--- config.mk ---
export PLATFORM = sky130hd
export DESIGN_NAME = uw_eeprom_reader
export DESIGN_NICKNAME = d
export VERILOG_FILES = /design/src/rtl/uw_eeprom_pkg.sv /design/src/rtl/uw_phase_timer.sv /design/src/rtl/uw_serial_engine.sv /design/src/rtl/uw_sum_acc.sv /design/src/rtl/uw_eeprom_reader.sv
export SDC_FILE = /design/constraint.sdc
export NUM_CORES = 1
export LEC_CHECK = 0
export BUFFER_PORTS_ARGS = -buffer_cell sky130_fd_sc_hd__buf_2
export CAP_MARGIN = 20
export CORE_MARGIN = 8
export CORE_UTILIZATION = 36
export CTS_CLUSTER_SIZE = 24
export DETAILED_ROUTE_END_ITERATION = 6
export GPL_TIMING_DRIVEN = 0
export PLACE_DENSITY = 0.62
export SLEW_MARGIN = 20
export SYNTH_ARGS = -nofsm -noshare
export SYNTH_HDL_FRONTEND = slang
export SYNTH_HIERARCHICAL = 1
export SYNTH_SLANG_ARGS = --single-unit
--- constraint.sdc ---
create_clock -name clk -period 4.4 [get_ports clk]
set_clock_uncertainty 0.2 [all_clocks]
set_input_delay 0.22 -clock clk [delete_from_list [all_inputs] [get_ports clk]]
set_output_delay 0.22 -clock clk [all_outputs]
set_load 0.02 [all_outputs]
--- src/rtl/uw_eeprom_pkg.sv ---
package uw_eeprom_pkg;

    // Serial engine sequencing
    typedef enum logic [2:0] {
        E_IDLE,
        E_SEL,
        E_CMD,
        E_ADR,
        E_DAT,
        E_END
    } eng_st_t;

    // Host-side controller sequencing
    typedef enum logic [1:0] {
        T_IDLE,
        T_PROBE,
        T_READ
    } ctl_st_t;

    // Three phases of every serial bit slot
    typedef enum logic [1:0] {
        PH_SETUP,
        PH_HIGH,
        PH_LOW
    } bit_ph_t;

    // Start bit followed by the read opcode, sent from bit 2 down to bit 0
    localparam logic [2:0] READ_CMD = 3'b110;
    localparam int         CMD_BITS = 3;

    function automatic bit_ph_t ph_next(input bit_ph_t p);
        case (p)
            PH_SETUP: return PH_HIGH;
            PH_HIGH:  return PH_LOW;
            default:  return PH_SETUP;
        endcase
    endfunction

endpackage

--- src/rtl/uw_phase_timer.sv ---
module uw_phase_timer #(
    parameter int HALF_CYC = 125
) (
    input  logic clk,
    input  logic rst,
    input  logic run,
    output logic tick
);
    localparam int CW = (HALF_CYC > 2) ? $clog2(HALF_CYC) : 1;
    localparam logic [CW-1:0] LAST = CW'(HALF_CYC - 1);

    logic [CW-1:0] cnt;

    always_ff @(posedge clk) begin
        if (rst || !run)
            cnt <= '0;
        else if (cnt == LAST)
            cnt <= '0;
        else
            cnt <= cnt + 1'b1;
    end

    assign tick = run && (cnt == LAST);

endmodule

--- src/rtl/uw_serial_engine.sv ---
module uw_serial_engine
    import uw_eeprom_pkg::*;
#(
    parameter int MAX_AW   = 8,
    parameter int WORD_W   = 16,
    parameter int HALF_CYC = 125
) (
    input  logic                              clk,
    input  logic                              rst,
    input  logic                              go,
    input  logic [MAX_AW-1:0]                 adr,
    input  logic [$clog2(MAX_AW+1)-1:0]       abits,
    input  logic                              from_rom,
    output logic                              sclk,
    output logic                              cs,
    output logic                              to_rom,
    output logic                              fin,
    output logic [WORD_W-1:0]                 word,
    output logic                              dz_seen,
    output logic [$clog2(MAX_AW+1)-1:0]       nbits
);
    localparam int AWB = $clog2(MAX_AW + 1);
    localparam int AIW = (MAX_AW > 1) ? $clog2(MAX_AW) : 1;
    localparam int IW  = $clog2((WORD_W > MAX_AW) ? WORD_W : MAX_AW);

    eng_st_t           st;
    bit_ph_t           ph;
    logic [IW-1:0]     idx;
    logic [MAX_AW-1:0] adr_q;
    logic [AWB-1:0]    ab_q;
    logic              rx_q1, rx_q2;
    logic              tick;

    uw_phase_timer #(.HALF_CYC(HALF_CYC)) u_timer (
        .clk  (clk),
        .rst  (rst),
        .run  (st != E_IDLE),
        .tick (tick)
    );

    // Two-stage synchronizer on the EEPROM output pin
    always_ff @(posedge clk) begin
        if (rst) begin
            rx_q1 <= 1'b1;
            rx_q2 <= 1'b1;
        end else begin
            rx_q1 <= from_rom;
            rx_q2 <= rx_q1;
        end
    end

    always_ff @(posedge clk) begin
        if (rst) begin
            st      <= E_IDLE;
            ph      <= PH_SETUP;
            idx     <= '0;
            adr_q   <= '0;
            ab_q    <= '0;
            word    <= '0;
            dz_seen <= 1'b0;
            nbits   <= '0;
        end else begin
            case (st)
                E_IDLE: if (go) begin
                    st      <= E_SEL;
                    ph      <= PH_SETUP;
                    adr_q   <= adr;
                    ab_q    <= abits;
                    dz_seen <= 1'b0;
                    nbits   <= '0;
                end
                E_SEL: if (tick) begin
                    st  <= E_CMD;
                    ph  <= PH_SETUP;
                    idx <= IW'(CMD_BITS - 1);
                end
                E_CMD: if (tick) begin
                    ph <= ph_next(ph);
                    if (ph == PH_LOW) begin
                        if (idx == '0) begin
                            st  <= E_ADR;
                            idx <= IW'(ab_q - 1'b1);
                        end else begin
                            idx <= idx - 1'b1;
                        end
                    end
                end
                E_ADR: if (tick) begin
                    ph <= ph_next(ph);
                    if (ph == PH_LOW) begin
                        nbits <= nbits + 1'b1;
                        if (!rx_q2 || idx == '0) begin
                            dz_seen <= !rx_q2;
                            st      <= E_DAT;
                            idx     <= IW'(WORD_W - 1);
                        end else begin
                            idx <= idx - 1'b1;
                        end
                    end
                end
                E_DAT: if (tick) begin
                    ph <= ph_next(ph);
                    if (ph == PH_HIGH)
                        word <= {word[WORD_W-2:0], rx_q2};
                    if (ph == PH_LOW) begin
                        if (idx == '0)
                            st <= E_END;
                        else
                            idx <= idx - 1'b1;
                    end
                end
                E_END: if (tick) st <= E_IDLE;
                default: st <= E_IDLE;
            endcase
        end
    end

    // Pin decode from registered state
    always_comb begin
        cs     = (st == E_SEL) || (st == E_CMD) || (st == E_ADR) || (st == E_DAT);
        sclk   = ((st == E_CMD) || (st == E_ADR) || (st == E_DAT)) && (ph == PH_HIGH);
        to_rom = 1'b0;
        if (st == E_CMD)
            to_rom = READ_CMD[idx[1:0]];
        else if (st == E_ADR)
            to_rom = adr_q[idx[AIW-1:0]];
    end

    assign fin = (st == E_END) && tick;

    // clock only inside a selected transfer
    a_r3_clk_needs_cs: assert property (@(posedge clk) disable iff (rst)
        sclk |-> cs);

    // data toward the device holds while the clock is high
    a_r3_data_steady_high: assert property (@(posedge clk) disable iff (rst)
        (sclk && $past(sclk)) |-> $stable(to_rom));

    // releasing chip select leaves every pin low
    a_r8_release_low: assert property (@(posedge clk) disable iff (rst)
        $fell(cs) |-> (!sclk && !to_rom));

endmodule

--- src/rtl/uw_sum_acc.sv ---
module uw_sum_acc #(
    parameter int                WORD_W   = 16,
    parameter logic [WORD_W-1:0] GOOD_SUM = 'hBABA
) (
    input  logic              clk,
    input  logic              rst,
    input  logic              clr,
    input  logic              add,
    input  logic [WORD_W-1:0] val,
    output logic              hit
);
    logic [WORD_W-1:0] sum;

    always_ff @(posedge clk) begin
        if (rst || clr)
            sum <= '0;
        else if (add)
            sum <= sum + val;
    end

    assign hit = (sum == GOOD_SUM);

endmodule

--- src/rtl/uw_eeprom_reader.sv ---
module uw_eeprom_reader
    import uw_eeprom_pkg::*;
#(
    parameter int                HALF_CYC = 125,
    parameter int                MAX_AW   = 8,
    parameter int                WORD_W   = 16,
    parameter logic [WORD_W-1:0] GOOD_SUM = 'hBABA
) (
    input  logic                            clk,
    input  logic                            rst,
    input  logic                            start,
    input  logic                            sweep,
    input  logic [MAX_AW-1:0]               addr,
    input  logic                            ser_from_rom,
    output logic                            ser_clk,
    output logic                            ser_cs,
    output logic                            ser_to_rom,
    output logic                            done,
    output logic [WORD_W-1:0]               rdata,
    output logic [$clog2(MAX_AW+1)-1:0]     width,
    output logic                            width_valid,
    output logic                            width_err,
    output logic                            image_ok
);
    localparam int AWB  = $clog2(MAX_AW + 1);
    localparam int IDXW = MAX_AW + 1;

    ctl_st_t           cst;
    logic [AWB-1:0]    aw_r;
    logic              known, err;
    logic              sweep_r, swept;
    logic [MAX_AW-1:0] addr_r;
    logic [IDXW-1:0]   idx, last_idx;
    logic              go_r;
    logic [MAX_AW-1:0] eng_adr;
    logic [AWB-1:0]    eng_bits;
    logic              done_r;
    logic [WORD_W-1:0] rdata_r;

    logic              fin, dz_seen, acc_hit;
    logic [WORD_W-1:0] word;
    logic [AWB-1:0]    nbits;
    logic              acc_clr, acc_add;

    uw_serial_engine #(
        .MAX_AW   (MAX_AW),
        .WORD_W   (WORD_W),
        .HALF_CYC (HALF_CYC)
    ) u_engine (
        .clk      (clk),
        .rst      (rst),
        .go       (go_r),
        .adr      (eng_adr),
        .abits    (eng_bits),
        .from_rom (ser_from_rom),
        .sclk     (ser_clk),
        .cs       (ser_cs),
        .to_rom   (ser_to_rom),
        .fin      (fin),
        .word     (word),
        .dz_seen  (dz_seen),
        .nbits    (nbits)
    );

    assign acc_clr = (cst == T_IDLE) && start;
    assign acc_add = (cst == T_READ) && fin && sweep_r;

    uw_sum_acc #(
        .WORD_W   (WORD_W),
        .GOOD_SUM (GOOD_SUM)
    ) u_acc (
        .clk (clk),
        .rst (rst),
        .clr (acc_clr),
        .add (acc_add),
        .val (word),
        .hit (acc_hit)
    );

    assign last_idx = (IDXW'(1) << aw_r) - IDXW'(1);

    always_ff @(posedge clk) begin
        if (rst) begin
            cst      <= T_IDLE;
            aw_r     <= '0;
            known    <= 1'b0;
            err      <= 1'b0;
            sweep_r  <= 1'b0;
            swept    <= 1'b0;
            addr_r   <= '0;
            idx      <= '0;
            go_r     <= 1'b0;
            eng_adr  <= '0;
            eng_bits <= '0;
            done_r   <= 1'b0;
            rdata_r  <= '0;
        end else begin
            go_r   <= 1'b0;
            done_r <= 1'b0;
            case (cst)
                T_IDLE: if (start) begin
                    sweep_r <= sweep;
                    swept   <= 1'b0;
                    addr_r  <= addr;
                    idx     <= '0;
                    go_r    <= 1'b1;
                    if (!known) begin
                        cst      <= T_PROBE;
                        eng_adr  <= addr;
                        eng_bits <= AWB'(MAX_AW);
                    end else begin
                        cst      <= T_READ;
                        eng_adr  <= sweep ? '0 : addr;
                        eng_bits <= aw_r;
                    end
                end
                T_PROBE: if (fin) begin
                    known   <= 1'b1;
                    go_r    <= 1'b1;
                    cst     <= T_READ;
                    eng_adr <= sweep_r ? '0 : addr_r;
                    if (dz_seen) begin
                        aw_r     <= nbits;
                        eng_bits <= nbits;
                    end else begin
                        aw_r     <= AWB'(MAX_AW);
                        eng_bits <= AWB'(MAX_AW);
                        err      <= 1'b1;
                    end
                end
                T_READ: if (fin) begin
                    if (sweep_r && idx != last_idx) begin
                        idx     <= idx + 1'b1;
                        eng_adr <= MAX_AW'(idx + 1'b1);
                        go_r    <= 1'b1;
                    end else begin
                        cst     <= T_IDLE;
                        done_r  <= 1'b1;
                        rdata_r <= word;
                        swept   <= sweep_r;
                    end
                end
                default: cst <= T_IDLE;
            endcase
        end
    end

    assign done        = done_r;
    assign rdata       = rdata_r;
    assign width       = aw_r;
    assign width_valid = known;
    assign width_err   = err;
    assign image_ok    = swept && acc_hit;

    // completion flag never lasts two cycles
    a_r12_done_single: assert property (@(posedge clk) disable iff (rst)
        done |=> !done);

    // an error always comes with the full fallback width
    a_r9_err_full_width: assert property (@(posedge clk) disable iff (rst)
        width_err |-> (width_valid && width == AWB'(MAX_AW)));

    // a discovered width lies within the supported range
    a_r4_width_range: assert property (@(posedge clk) disable iff (rst)
        width_valid |-> (width != '0 && width <= AWB'(MAX_AW)));

    // once known, the width does not move until reset
    a_r6_width_locked: assert property (@(posedge clk) disable iff (rst)
        (width_valid && $past(width_valid)) |-> $stable(width));

endmodule

Word level (Yosys, flattened, before mapping)
Index checks and enable logic that the tools add are counted.
Widths: inputs -> output; s select.
{ "totals": {"ff_bits": 124, "output_inout_bits": 27, "elab_cells": 195} }
{ "classes": {"addsub": 7, "magnitude_cmp": 2, "n_eq_ne": 31, "shift": 1, "mux": 77, "bitwise_logic": 4, "reduce_logical": 48} }
{ "op_table": {"columns": ["cell", "n"], "rows": [
  ["$mux 4", 17],
  ["$mux 8", 7],
  ["$mux 3", 12],
  ["$mux 9", 3],
  ["$ne 2x1->1 const B", 13],
  ["$pmux 8 s3", 1],
  ["$reduce_and 4->1", 5],
  ["$pmux 3 s6", 1],
  ["$pmux 9 s2", 1],
  ["$add 16x16->16", 1],
  ["$eq 16x16->1 const B", 1],
  ["$mux 1", 16],
  ["$mux 2", 8],
  ["$pmux 4 s2", 2],
  ["$pmux 4 s4", 1],
  ["$ne 2x2->1 const B", 6],
  ["$pmux 2 s3", 2],
  ["$reduce_and 12->1", 1],
  ["$reduce_and 3->1", 4],
  ["$reduce_and 5->1", 2],
  ["$add 9x1->9 const B", 1],
  ["$ne 9x9->1", 1],
  ["$reduce_and 9->1", 1],
  ["$reduce_bool 3->1", 3],
  ["30 further kinds", 60]
]} }

Longest topological paths before layout
{ "depth": {"word_depth": 7, "depth_mapped": 16} }

By module
Netlist, hierarchy kept.
{ "modules_own_cells": {"columns": ["module", "n_inst", "cells_per_inst", "area_each_um2", "seq_area_each_um2"], "rows": [
  ["uw_eeprom_reader", 1, 401, 3270.6, 1141.1],
  ["uw_serial_engine", 1, 263, 2127.0, 880.8],
  ["uw_sum_acc", 1, 163, 1365.1, 320.3],
  ["uw_phase_timer", 1, 37, 322.8, 140.1]
]} }

Worst setup path after synthesis
No wires, ideal clock.
{ "synth_path": {"path_type": "register to register", "startpoint": "register aw_r[3] (netlist: width[3])", "endpoint": "register eng_adr[3]", "setup_time_ns": 0.123, "arrival_ns": 3.171, "required_time_ns": 4.077, "slack_ns": 0.905, "path_stages_with_launch": 12, "period_less_slack_ns": 3.495, "path_cell_list": "dfxtp_1 > buf_6 > clkbuf_1 > or4b_2 > ha_1 > or4_4 > a21boi_2 > o221ai_2 > o21a_1 > a311o_1 > buf_2 > mux2_1"} }
{ "synth_via": {"elab_chain_cells": 6} }
{ "synth_lines": {"columns": ["element", "line", "source"], "rows": [
  ["from (decl)", "uw_eeprom_reader.sv:29", "logic [AWB-1:0] aw_r;"],
  ["from (signal assigned)", "uw_eeprom_reader.sv:123", "aw_r <= nbits;"],
  ["from (signal assigned)", "uw_eeprom_reader.sv:126", "aw_r <= AWB'(MAX_AW);"],
  ["$shl 1x4->9", "uw_eeprom_reader.sv:80", "assign last_idx = (IDXW'(1) << aw_r) - IDXW'(1);"],
  ["$sub 9x2->9", "uw_eeprom_reader.sv:80", null],
  ["$ne 9x9->1", "uw_eeprom_reader.sv:132", "if (sweep_r && idx != last_idx) begin"],
  ["$logic_and 1x1->1", "uw_eeprom_reader.sv:132", null],
  ["$ne 2x1->1 (no line)", null, null],
  ["$reduce_and 5->1 (no line)", null, null],
  ["to (signal assigned)", "uw_eeprom_reader.sv:113", "eng_adr <= sweep ? '0 : addr;"],
  ["to (signal assigned)", "uw_eeprom_reader.sv:121", "eng_adr <= sweep_r ? '0 : addr_r;"],
  ["to (signal assigned)", "uw_eeprom_reader.sv:134", "eng_adr <= MAX_AW'(idx + 1'b1);"],
  ["to (decl)", "uw_eeprom_reader.sv:35", "logic [MAX_AW-1:0] eng_adr;"]
]} }
No other way between the ends.
A chain may end at the register's enable or synchronous reset.

Worst setup path in the final report
{ "layout_path": {"startpoint": "register u_engine.st[1]", "endpoint": "register u_acc.sum[7]"} }
{ "layout_via": {"elab_chain_cells": 5, "elab_cells_between_ends": 6} }
{ "layout_lines": {"columns": ["element", "line", "source"], "rows": [
  ["from (decl)", "uw_serial_engine.sv:26", "eng_st_t st;"],
  ["from (signal assigned)", "uw_serial_engine.sv:54", "st <= E_IDLE;"],
  ["from (signal assigned)", "uw_serial_engine.sv:65", "st <= E_SEL;"],
  ["from (signal assigned)", "uw_serial_engine.sv:73", "st <= E_CMD;"],
  ["$reduce_bool 3->1", "uw_serial_engine.sv:37", ".run (st != E_IDLE),"],
  ["$logic_and 1x1->1", "uw_phase_timer.sv:23", "assign tick = run && (cnt == LAST);"],
  ["via u_engine.tick", "uw_serial_engine.sv:32", "logic tick;"],
  ["$logic_and 1x1->1", "uw_serial_engine.sv:129", "assign fin = (st == E_END) && tick;"],
  ["via fin", "uw_eeprom_reader.sv:40", "logic fin, dz_seen, acc_hit;"],
  ["$logic_and 1x1->1 (2 in series)", "uw_eeprom_reader.sv:66", "assign acc_add = (cst == T_READ) && fin && sweep_r;"],
  ["via acc_add", "uw_eeprom_reader.sv:43", "logic acc_clr, acc_add;"],
  ["to (signal assigned)", "uw_sum_acc.sv:18", "sum <= sum + val;"],
  ["to (decl)", "uw_sum_acc.sv:12", "logic [WORD_W-1:0] sum;"]
]} }
The timed path passes the listed nets, and every way through them passes these cells.

==> results.toml <==
[run_status]
status = "complete, no violations"

[finish]
diodes = 0
final_util_pct = 43.0
fin_cells = 1210
drive_above_1_share_pct = 13.8
syn_to_final_growth_pct = 17.6
layout.nets = 972

[power_and_ir_drop]
p_per_area_nw_per_um2 = 400
peakVddDrop_v = 0.000283
leakage_nw = 3.14
total_power_w = 0.00333

[critical_path]
cp_top_family = "buffers and inverters"
critPathCaptureType = "flop"
critPathRequiredTime_ps = 4550
path_max_fanout = 10
r2r_slack_ps = 410
slowest_delay_ps = 460
path_cells = "buf_2, nor3_1, inv_1, inv_1, nor3_1, buf_2, nand2_1, nor3b_2, inv_1, nor2_1, clkbuf_2, inv_1, clkbuf_1, a211oi_1, a21oi_1, nor2_1"
path_common_cell = "inv_1"
critPathLaunchType = "flop"
slowest_stage = "nor3b_2"
cp.arrival_ps = 4140
critical_path_buf_inv_count = 8
path_class = "reg -> reg"

[route]
wl_per_cell_um = 15.1
drt_iter0_drc = 432
drtPass1Iterations = 5
wl_um = 18300
drcViolationCount = 0
via_per_inst = 5.16
antenna_left = 0
vias = 6244

[clock_network]
clk_latency_ps = 410
clock_path_buffers = 2
cts_made_buffers = 17
cts_tree = "built"
htree_num_levels = 4
postCtsSetupRepairBufs = 0
path_clk_slew_ps = 60
cts.sinks = 124
root_buffer = "clkbuf_16"

[global_routing]
grt-busiest-layer = "met2"
grt_pass1_wl_um = 30300
use_met1_pct = 20.2
grt_max_degree = 17
grt_use_met3_pct = 3.06
overflow = 0
grt_util_met2_pct = 24.4
grt_use_total_pct = 15.4
grt_pass1_vias = 6122
antenna_found_initial = 0

[sta]
min_period_over_period_pct = 90.7
final_max_slew_viol_count = 0
fmax_mhz = 251
setup_violations = 0
rsz0062_at_grt = "no"
finalCriticalPeriod_ps = 3990
finalHoldViolCount = 0
whs_ps = 45.0
setup_slack_ps = 410
maxSlewHeadroom_pct = 59.6
tightest_slew_ps = 605

[place]
globalplace.congestion = 0.871
dp.cells = 1168
dp_hpwl_um = 13400
pre_cts_slack_ps = -130
portBuffers = 39

[synth]
synth_area_leaders = "dfxtp_1, nand2_1, mux2i_1"
synth_area_um2 = 7090
ys.flop_type = "dfxtp_1"
synth.distinct_cells = 92
synth.most_common_cell = "nand2_1"
synth.avg_cell_area_um2 = 8.20
synth_top_area_share_pct = 35.0
synth_fp_nets = 904
ys_seq_area_share_pct = 35.0
yosysWarnings = 6
synth_top_area_cell = "dfxtp_1"
yosys_register_bits = 124
synthTopCellsByCount = "nand2_1, dfxtp_1, a21oi_1"
synth-edff-count = 0
synthCells = 864
ys_async_sr_fraction_pct = 0

[run]
cap_violations = 0

[die]
start_util_pct = 36.5
die_y_um = 156
core_area_um2 = 19400
die_w_um = 156
io_pins = 40
dieArea_um2 = 24400
placementRows = 51

[min_path]
holdCritPathClass = "in -> reg"
## cell families (layout without fill, tap and decap cells)
group,Yosys count,count (layout),share of synthesized area (%)
DFF,124,124,35.0
adders and majority gates,27,27,4.87
muxes,49,49,7.40
xor gates and xnor gates,25,25,3.09
buffers and inverters,78,159,5.07
AOI/OAI and AO/OA,206,206,19.6
and+or+nand+nor,355,355,25.0
## tightest hold or removal path: stages
cell and delay, ps:
buf_2 200, or3_1 130, mux2i_1 60
## what timing repair did
item / CTS / global route
resized for setup: 1 / 3
hold buffers: 10 / 0
endpoints found under the setup margin: 12 / 12
hold endpoints to repair: 10 / 0
## metrics by stage
step	setup TNS [ps]	cell area [um^2]
after floorplan	0	7090
after global placement	-1100	7610
after detailed placement	-1110	7610
after CTS	0	8330
after global routing	0	8330
final	0	8330
## report_power, final
part	internal (W)	switching [W]
Clock	0.000933	0.000508
Combinational	0.000246	0.000379
Sequential	0.00121	0.0000524
## path summary, 6_finish.rpt
| kind | from | endpoint | cells past startpoint |
|---|---|---|---|
| worst max register to register | u_engine/st[1] | u_acc/sum[7] | 16 |
| worst min-delay path | rst | u_acc/sum[15] | 3 |
| worst max-delay path | u_engine/st[1] | u_acc/sum[7] | 16 |
| worst min register to register | u_engine/rx_q1 | u_engine/rx_q2 | 1 |
## per-layer routing
layer  up-vias  wire (um)
li1       3185          -
met1      2895       9020
met2       141       8240
met3        23        636
met4         0        378
met5         -          0
## layout by cell type (no fill, tap or decap), types with 11 or more instances in the layout
cell / count
a31oi_1: 11
buf_2: 50
nor3_1: 18
clkbuf_1: 32
mux2i_1: 40
ha_1: 26
inv_1: 22
nand3_1: 28
xor2_1: 15
nand2b_1: 45
nor2b_1: 13
o21ai_0: 26
nor2_1: 62
nand2_1: 130
dfxtp_1: 124
a21oi_1: 77
clkbuf_16: 17
## layout make-up
type / count / area, um^2
Buffer: 55 / 275
Tap cell: 265 / 332
Clock buffer: 21 / 470
Multi-Input combinational cell: 662 / 4250
Sequential cell: 124 / 2480
Timing Repair Buffer: 49 / 295
Clock inverter: 11 / 141
Inverter: 23 / 86.3
Fill cell: 1977 / 11100
## flip-flops by register name, summed over array words and instances, names as in the netlist, 4 cells and up
name / count
rdata: 16
u_acc/sum: 16
u_engine/word: 16
idx: 9
addr_r: 8
eng_adr: 8
u_engine/adr_q: 8
u_engine/u_timer/cnt: 7
eng_bits: 4
u_engine/ab_q: 4
u_engine/idx: 4
u_engine/nbits: 4
width: 4
(Power assumes the default switching activity.)
